--- src/rtl/gpio_irq_pkg.sv ---
// Shared constants for the port edge interrupt controller.
// Assumes register offsets fit in the address width chosen by the top.
package gpio_irq_pkg;
    localparam int unsigned OFS_FLAG = 0;
    localparam int unsigned OFS_EDGE = 1;
    localparam int unsigned OFS_ENAB = 2;
endpackage

--- src/rtl/gpio_edge_detect.sv ---
// Per-pin edge qualifier. The pin level is XORed with its edge-select bit, and a
// 0-to-1 change of that value produces a one-cycle event. Pins owned by another
// function are masked. Assumes pin levels are already synchronous to clk.
module gpio_edge_detect #(
    parameter int PINS = 8
) (
    input  logic            clk,
    input  logic            rst_n,
    input  logic [PINS-1:0] pin_lvl,
    input  logic [PINS-1:0] edge_sel,
    input  logic [PINS-1:0] mask,
    output logic [PINS-1:0] evt,
    output logic [PINS-1:0] prev_q
);
    logic [PINS-1:0] qual;

    for (genvar i = 0; i < PINS; i++) begin : g_pin
        // Qualified level: high when the pin is at the level after its chosen edge
        assign qual[i] = pin_lvl[i] ^ edge_sel[i];

        // Remember last qualified level; reset loads the live level so reset cannot raise an event
        always_ff @(posedge clk) begin
            if (!rst_n) prev_q[i] <= pin_lvl[i];
            else        prev_q[i] <= qual[i];
        end

        // Event on a rising qualified level for pins not given to another function
        assign evt[i] = qual[i] & ~prev_q[i] & ~mask[i];
    end


    masked_pin_quiet_chk: assert property (@(posedge clk) disable iff (!rst_n)
        (evt & mask) == '0);
endmodule

--- src/rtl/gpio_irq_regs.sv ---
// Flag, edge-select and enable registers with a simple bus. Hardware events set
// flags and take priority over a software write in the same cycle. Assumes
// single-cycle writes and reads decoded from bus_addr alone.
module gpio_irq_regs
    import gpio_irq_pkg::*;
#(
    parameter int PINS   = 8,
    parameter int ADDR_W = 2
) (
    input  logic              clk,
    input  logic              rst_n,
    input  logic              bus_sel,
    input  logic              bus_we,
    input  logic [ADDR_W-1:0] bus_addr,
    input  logic [PINS-1:0]   bus_wdata,
    input  logic [PINS-1:0]   hw_evt,
    output logic [PINS-1:0]   flag_q,
    output logic [PINS-1:0]   edge_q,
    output logic [PINS-1:0]   enab_q,
    output logic [PINS-1:0]   rdata
);
    localparam logic [ADDR_W-1:0] A_FLAG = OFS_FLAG[ADDR_W-1:0];
    localparam logic [ADDR_W-1:0] A_EDGE = OFS_EDGE[ADDR_W-1:0];
    localparam logic [ADDR_W-1:0] A_ENAB = OFS_ENAB[ADDR_W-1:0];

    logic wr;
    logic wr_flag, wr_edge, wr_enab;
    logic [PINS-1:0] flag_base;

    // Write strobes per register
    always_comb begin
        wr      = bus_sel & bus_we;
        wr_flag = wr && (bus_addr == A_FLAG);
        wr_edge = wr && (bus_addr == A_EDGE);
        wr_enab = wr && (bus_addr == A_ENAB);
    end

    // Software value for the flags before hardware events are merged in
    assign flag_base = wr_flag ? bus_wdata : flag_q;

    // Flag register: software load, then hardware set on top
    always_ff @(posedge clk) begin
        if (!rst_n) flag_q <= '0;
        else        flag_q <= flag_base | hw_evt;
    end

    // Edge-select and enable registers
    always_ff @(posedge clk) begin
        if (!rst_n) begin
            edge_q <= '0;
            enab_q <= '0;
        end else begin
            if (wr_edge) edge_q <= bus_wdata;
            if (wr_enab) enab_q <= bus_wdata;
        end
    end

    // Read multiplexer; unmapped offsets read zero
    always_comb begin
        rdata = '0;
        if      (bus_addr == A_FLAG) rdata = flag_q;
        else if (bus_addr == A_EDGE) rdata = edge_q;
        else if (bus_addr == A_ENAB) rdata = enab_q;
    end


    flag_hold_chk: assert property (@(posedge clk) disable iff (!rst_n)
        (!wr_flag && hw_evt == '0) |=> $stable(flag_q));


    set_beats_clear_chk: assert property (@(posedge clk) disable iff (!rst_n)
        (wr_flag && hw_evt != '0) |=> ((flag_q & $past(hw_evt)) == $past(hw_evt)));
endmodule

--- src/rtl/gpio_edge_irq.sv ---
// Top of the port edge interrupt controller: edge qualification, the register
// file and the combined request. Assumes pin_in and func_sel are synchronous to clk.
module gpio_edge_irq #(
    parameter int PINS   = 8,
    parameter int ADDR_W = 2
) (
    input  logic              clk,
    input  logic              rst_n,
    input  logic [PINS-1:0]   pin_in,
    input  logic [PINS-1:0]   func_sel,
    input  logic              gie,
    input  logic              bus_sel,
    input  logic              bus_we,
    input  logic [ADDR_W-1:0] bus_addr,
    input  logic [PINS-1:0]   bus_wdata,
    output logic [PINS-1:0]   bus_rdata,
    output logic              irq
);
    logic [PINS-1:0] evt, prev_q, flag_q, edge_q, enab_q;

    gpio_edge_detect #(.PINS(PINS)) u_edge (
        .clk(clk), .rst_n(rst_n), .pin_lvl(pin_in), .edge_sel(edge_q),
        .mask(func_sel), .evt(evt), .prev_q(prev_q)
    );

    gpio_irq_regs #(.PINS(PINS), .ADDR_W(ADDR_W)) u_regs (
        .clk(clk), .rst_n(rst_n), .bus_sel(bus_sel), .bus_we(bus_we),
        .bus_addr(bus_addr), .bus_wdata(bus_wdata), .hw_evt(evt),
        .flag_q(flag_q), .edge_q(edge_q), .enab_q(enab_q), .rdata(bus_rdata)
    );

    // Combined request for all pins of the port
    assign irq = gie & |(flag_q & enab_q);


    irq_needs_source_chk: assert property (@(posedge clk) disable iff (!rst_n)
        irq |-> (gie && flag_q != '0 && enab_q != '0));


    steady_no_set_chk: assert property (@(posedge clk) disable iff (!rst_n)
        (!(bus_sel && bus_we) && ((pin_in ^ edge_q) == prev_q)) |=> $stable(flag_q));
endmodule

--- config.mk ---
export PLATFORM = sky130hd
export DESIGN_NAME = gpio_edge_irq
export DESIGN_NICKNAME = d
export VERILOG_FILES = /design/src/rtl/gpio_irq_pkg.sv /design/src/rtl/gpio_edge_detect.sv /design/src/rtl/gpio_irq_regs.sv /design/src/rtl/gpio_edge_irq.sv
export SDC_FILE = /design/constraint.sdc
export NUM_CORES = 1
export LEC_CHECK = 0
export BUFFER_PORTS_ARGS = -buffer_cell sky130_fd_sc_hd__clkbuf_2
export CORE_ASPECT_RATIO = 1.75
export CORE_MARGIN = 2
export CORE_UTILIZATION = 30
export DETAILED_ROUTE_END_ITERATION = 16
export HOLD_SLACK_MARGIN = 0.06
export PLACE_DENSITY_LB_ADDON = 0.08
export SYNTH_ARGS = -nofsm -noshare
export SYNTH_HDL_FRONTEND = slang
export SYNTH_SLANG_ARGS = --single-unit
--- constraint.sdc ---
create_clock -name clk -period 1.8 [get_ports clk]
set_input_delay 0 -clock clk [delete_from_list [all_inputs] [get_ports clk]]
set_output_delay 0 -clock clk [all_outputs]
set_load 0.03 [all_outputs]
Yosys cells after proc, flatten, opt, wreduce, memory -nomap -nowiden --
Index checks and enable logic that the tools add are counted.
Cells by class: bitwise gates (word level) 44, equality and inequality tests 2, reductions and logical operators 5, mux-type cells 12
Operator list (number):
- $mux W8 | 4
- $and A1 B1 Y1 | 18
- $not A1 Y1 | 16
- $and A8 B8 Y8 | 1
- $mux W1 | 8
- $or A8 B8 Y8 | 1
- $reduce_or A8 Y1 | 1
- $xor A1 B1 Y1 | 8
- $logic_and A1 B1 Y1 | 3
- $eq A2 B1 Y1 const B | 1
- $eq A2 B2 Y1 const B | 1
- $logic_not A2 Y1 | 1
Word-level totals: input bits 31, register bits after elaboration 32, logic and storage cells 74

Longest topological paths before layout --
depth in word-level cells 4, gate-level depth with buffers 5, depth with buffers taken out 3

Modules after synthesis --
Synthesis repeated with hierarchy kept, for this count alone.
Unflattened totals: cell total of the unflattened synthesis 174, area, all modules 1560.2 µm²
By module, submodules not included:
- gpio_irq_regs | area an instance 1142.3 µm², cells each 127, times used 1
- gpio_edge_detect | area an instance 375.4 µm², cells each 41, times used 1
- gpio_edge_irq | area an instance 42.5 µm², cells each 6, times used 1

Worst setup path before layout --
OpenSTA, ideal clock, no wires.
path type register -> output, start reg u_regs.edge_q[0], end out bus_rdata[0], slack 0.707 ns, data arrival time 1.093 ns, cell stages (with the launch flop) 3, required time 1.800 ns, path through dfxtp_1 > mux2i_1 > o21ai_0
Between the ends: cells in the longest elaborated chain, start to end 2
Ends and longest elaborated chain:
- start, declared | line gpio_irq_regs.sv:18 | output logic [PINS-1:0] edge_q,
- start signal, assigned | line gpio_irq_regs.sv:53 | if (wr_edge) edge_q <= bus_wdata;
- $mux W8 | line gpio_irq_regs.sv:62 | else if (bus_addr == A_EDGE) rdata = edge_q;
- $mux W8 | line gpio_irq_regs.sv:61 | if (bus_addr == A_FLAG) rdata = flag_q;
- end, declared | line gpio_edge_irq.sv:16 | output logic [PINS-1:0] bus_rdata,
No other way between the ends.

Worst setup path after layout --
start in bus_addr[0], end reg u_regs.flag_q[7]
Between the ends: cells in the longest elaborated chain, start to end 4
Ends and longest elaborated chain:
- start, declared | line gpio_edge_irq.sv:14 | input logic [ADDR_W-1:0] bus_addr,
- $logic_not A2 Y1 | line gpio_irq_regs.sv:33 | wr_flag = wr && (bus_addr == A_FLAG);
- $logic_and A1 B1 Y1 | line gpio_irq_regs.sv:33
- $mux W8 | line gpio_irq_regs.sv:39 | assign flag_base = wr_flag ? bus_wdata : flag_q;
- $or A8 B8 Y8 | line gpio_irq_regs.sv:44 | else flag_q <= flag_base | hw_evt;
- end signal, assigned | line gpio_irq_regs.sv:44
- end, declared | line gpio_irq_regs.sv:17 | output logic [PINS-1:0] flag_q,
No other way between the ends. A chain may end at the register's enable or synchronous reset.

==> flow_summary.json <==
{
  "final_common_cell": "nand3_1",
  "finalMaxSlewViolations": 0,
  "die_w_um": 58.08,
  "pre_cts_ws_ps": 472.7,
  "hpwlAfterDp_mm": 2.873,
  "hold_viol": 0,
  "place_congestion": 0.7615,
  "status": "completed",
  "hp-class": "in -> reg",
  "final_core_util": 0.4201,
  "powerDensity_nw_per_um2": 761.3,
  "drtPass1Iterations": 6,
  "cts-htree-levels": 2,
  "rsz0062_at_grt": "false",
  "overflow": 0,
  "yosysSeqAreaShare": 0.4173,
  "max_stage_delay_ps": 560,
  "die-area_um2": 5728,
  "fmax_mhz": 689.4,
  "grt_pass1_wl_mm": 6.610,
  "port_buffers": 39,
  "finalCritPeriodShare": 0.8058,
  "avgSynthCellArea_um2": 8.298,
  "initial_utilization": 0.3111,
  "cap_violations": 0,
  "peakVddDrop_mv": 0.4005,
  "netlist_top_cells_area": "dfxtp_1 (42%), nand3_1 (13%), nand2_1 (7.8%), mux2i_1 (5.2%), xnor2_1 (4.6%)",
  "cts_buffers": 5,
  "drc_errors": 0,
  "fillers": 532,
  "crit_family": "simple AND/OR/NAND/NOR gates",
  "crit_path_end_kind": "flip-flop",
  "p_leak_nw": 0.8868,
  "drtIter0Drc": 44,
  "syn2layout_area_growth_pct": 35.04,
  "path_cells": "clkbuf_2, nand4bb_1, nand3_1, nand3_1, dlygate4sd3_1",
  "cts_root_buf": "clkbuf_8",
  "syn-num-nets": 216,
  "yosysTopAreaCell": "dfxtp_1",
  "antenna_found_initial": 0,
  "clkTransAtPathRegs_ps": 60,
  "mostFrequentLayoutCells": "nand3_1 (40), clkbuf_2 (39), nand2_1 (32), dfxtp_1 (32), dlygate4sd3_1 (24)",
  "wl_per_cell_um": 13.61,
  "finalWorstSetupSlack_ps": 349.5,
  "ys_ff_latch": 32,
  "ant_nets": 0,
  "grt_usage": 0.1505,
  "coreArea_um2": 4935,
  "nNetsFinal": 275,
  "worstMarginPinSlew_ps": 833.7,
  "synth_cell_types": 24,
  "finalSetupViolCount": 0,
  "ios": 40,
  "clkSinkCount": 32,
  "routed_wl_mm": 4.057,
  "holdWs_ps": 299.8,
  "chipHeight_um": 98.64,
  "arrival_ps": 1630,
  "post_cts_buffers": 0,
  "via_count": 1468,
  "finalSetupTns_ps": 0,
  "rows": 34,
  "yosys_warnings": 0,
  "synth_area_um2": 1535,
  "final_layout_size_suffix_gt1_frac": 0.2049,
  "diodes": 0,
  "cp-start-kind": "input port",
  "relSlewSlack": 0.4442,
  "cp_slowest_cell": "dlygate4sd3_1",
  "finalPower_w": 0.001578,
  "vias_per_cell": 4.926,
  "cpMostUsedCell": "nand3_1",
  "synth_top_area_frac": 0.4173,
  "skew_ps": 2.435,
  "cts_tree": "yes",
  "insertion_delay_ps": 290,
  "worstPathMaxFanout": 14,
  "grt_pass1_vias": 1435,
  "critPathKind": "in -> reg",
  "grt_max_degree": 47,
  "cp.required_ps": 1980,
  "layout_min_cycle_time_ps": 1450,
  "clockBufferDepth": 2,
  "netlist_instances": 185,
  "worst-path-buf-inv": 2
}
-- cells in the mapped netlist, drive strengths merged --
cell type / instances
a21boi: 8
and4b: 2
clkbuf: 5
dfxtp: 32
buf: 8
nor2b: 1
nand2: 32
xnor2: 8
a22oi: 4
mux2i: 8
nand4bb: 1
xor2: 8
nor2: 8
inv: 1
a41oi: 1
nand4b: 1
and4bb: 1
o21ai: 16
nand3: 40
-- flip-flops by register name, indices dropped and copies added (netlist names) --
register	count
u_regs.flag_q	8
u_edge.prev_q	8
u_regs.enab_q	8
u_regs.edge_q	8
-- per-stage QoR --
step / area, µm² / std cells
2_1_floorplan: 1535 / 185
3_3_place_gp: 1737 / 267
3_5_place_dp: 1737 / 267
4_1_cts: 2073 / 298
5_1_grt: 2073 / 298
6_report: 2073 / 298
-- per-layer routing --
layer / track usage / part of all wire / wire (µm) / vias to the layer above
li1: - / - / - / 758
met1: 0.1797 / 0.41 / 1657 / 661
met2: 0.2570 / 0.52 / 2121 / 43
met3: 0.03150 / 0.050 / 201 / 6
met4: 0.05903 / 0.019 / 76 / 0
met5: 0 / 0 / 0 / -
-- final timing paths --
path              slack, ps                     startpoint                            end  depth (start not counted)
hold / removal          300                         bus_we  u_regs.edge_q[1]$_SDFFE_PN0P_                          3
setup / recovery        350                    bus_addr[0]    u_regs.flag_q[7]$_SDFF_PN0_                          5
setup reg to reg        460  u_regs.edge_q[6]$_SDFFE_PN0P_    u_regs.flag_q[6]$_SDFF_PN0_                          4
hold reg to reg         490  u_regs.enab_q[0]$_SDFFE_PN0P_  u_regs.enab_q[0]$_SDFFE_PN0P_                          2
-- power by group --
group	internal [W]	switching, W	total [W]
clock network	0.000340	0.000259	0.000599
logic	0.000108	0.000109	0.000217
registers	0.000742	0.0000212	0.000763
-- tightest hold or removal path, cell delays in order --
cell and delay (ps):
clkbuf_2 120, and4b_1 290, o21ai_1 140
-- timing repair --
| item | 4_1_cts | 5_1_grt |
|---|---|---|
| gates resized for setup | 0 | 0 |
| hold buffers | 24 | 0 |
| hold endpoints to repair | 32 | 0 |
-- layout make-up --
| cell class | instances | area (µm²) | area share |
|---|---|---|---|
| Clock buffer | 7 | 96.34 | 0.04647 |
| Inverter | 1 | 3.754 | 0.001810 |
| Multi-Input combinational cell | 139 | 814.5 | 0.3929 |
| Sequential cell | 32 | 640.6 | 0.3090 |
| Tap cell | 54 | 67.56 | 0.03259 |
| Timing Repair Buffer | 65 | 450.4 | 0.2173 |
-- kinds of logic (layout without fill, tap and decap cells) --
group | after synthesis | in the layout | share of synthesized area
and+or+nand+nor | 86 | 86 | 0.2706
DFF | 32 | 32 | 0.4173
AOI/OAI and AO/OA | 29 | 29 | 0.1165
xor gates and xnor gates | 16 | 16 | 0.09128
buffers and inverters | 14 | 73 | 0.05214
muxes | 8 | 8 | 0.05216
Power figures use the tool's default switching activity.
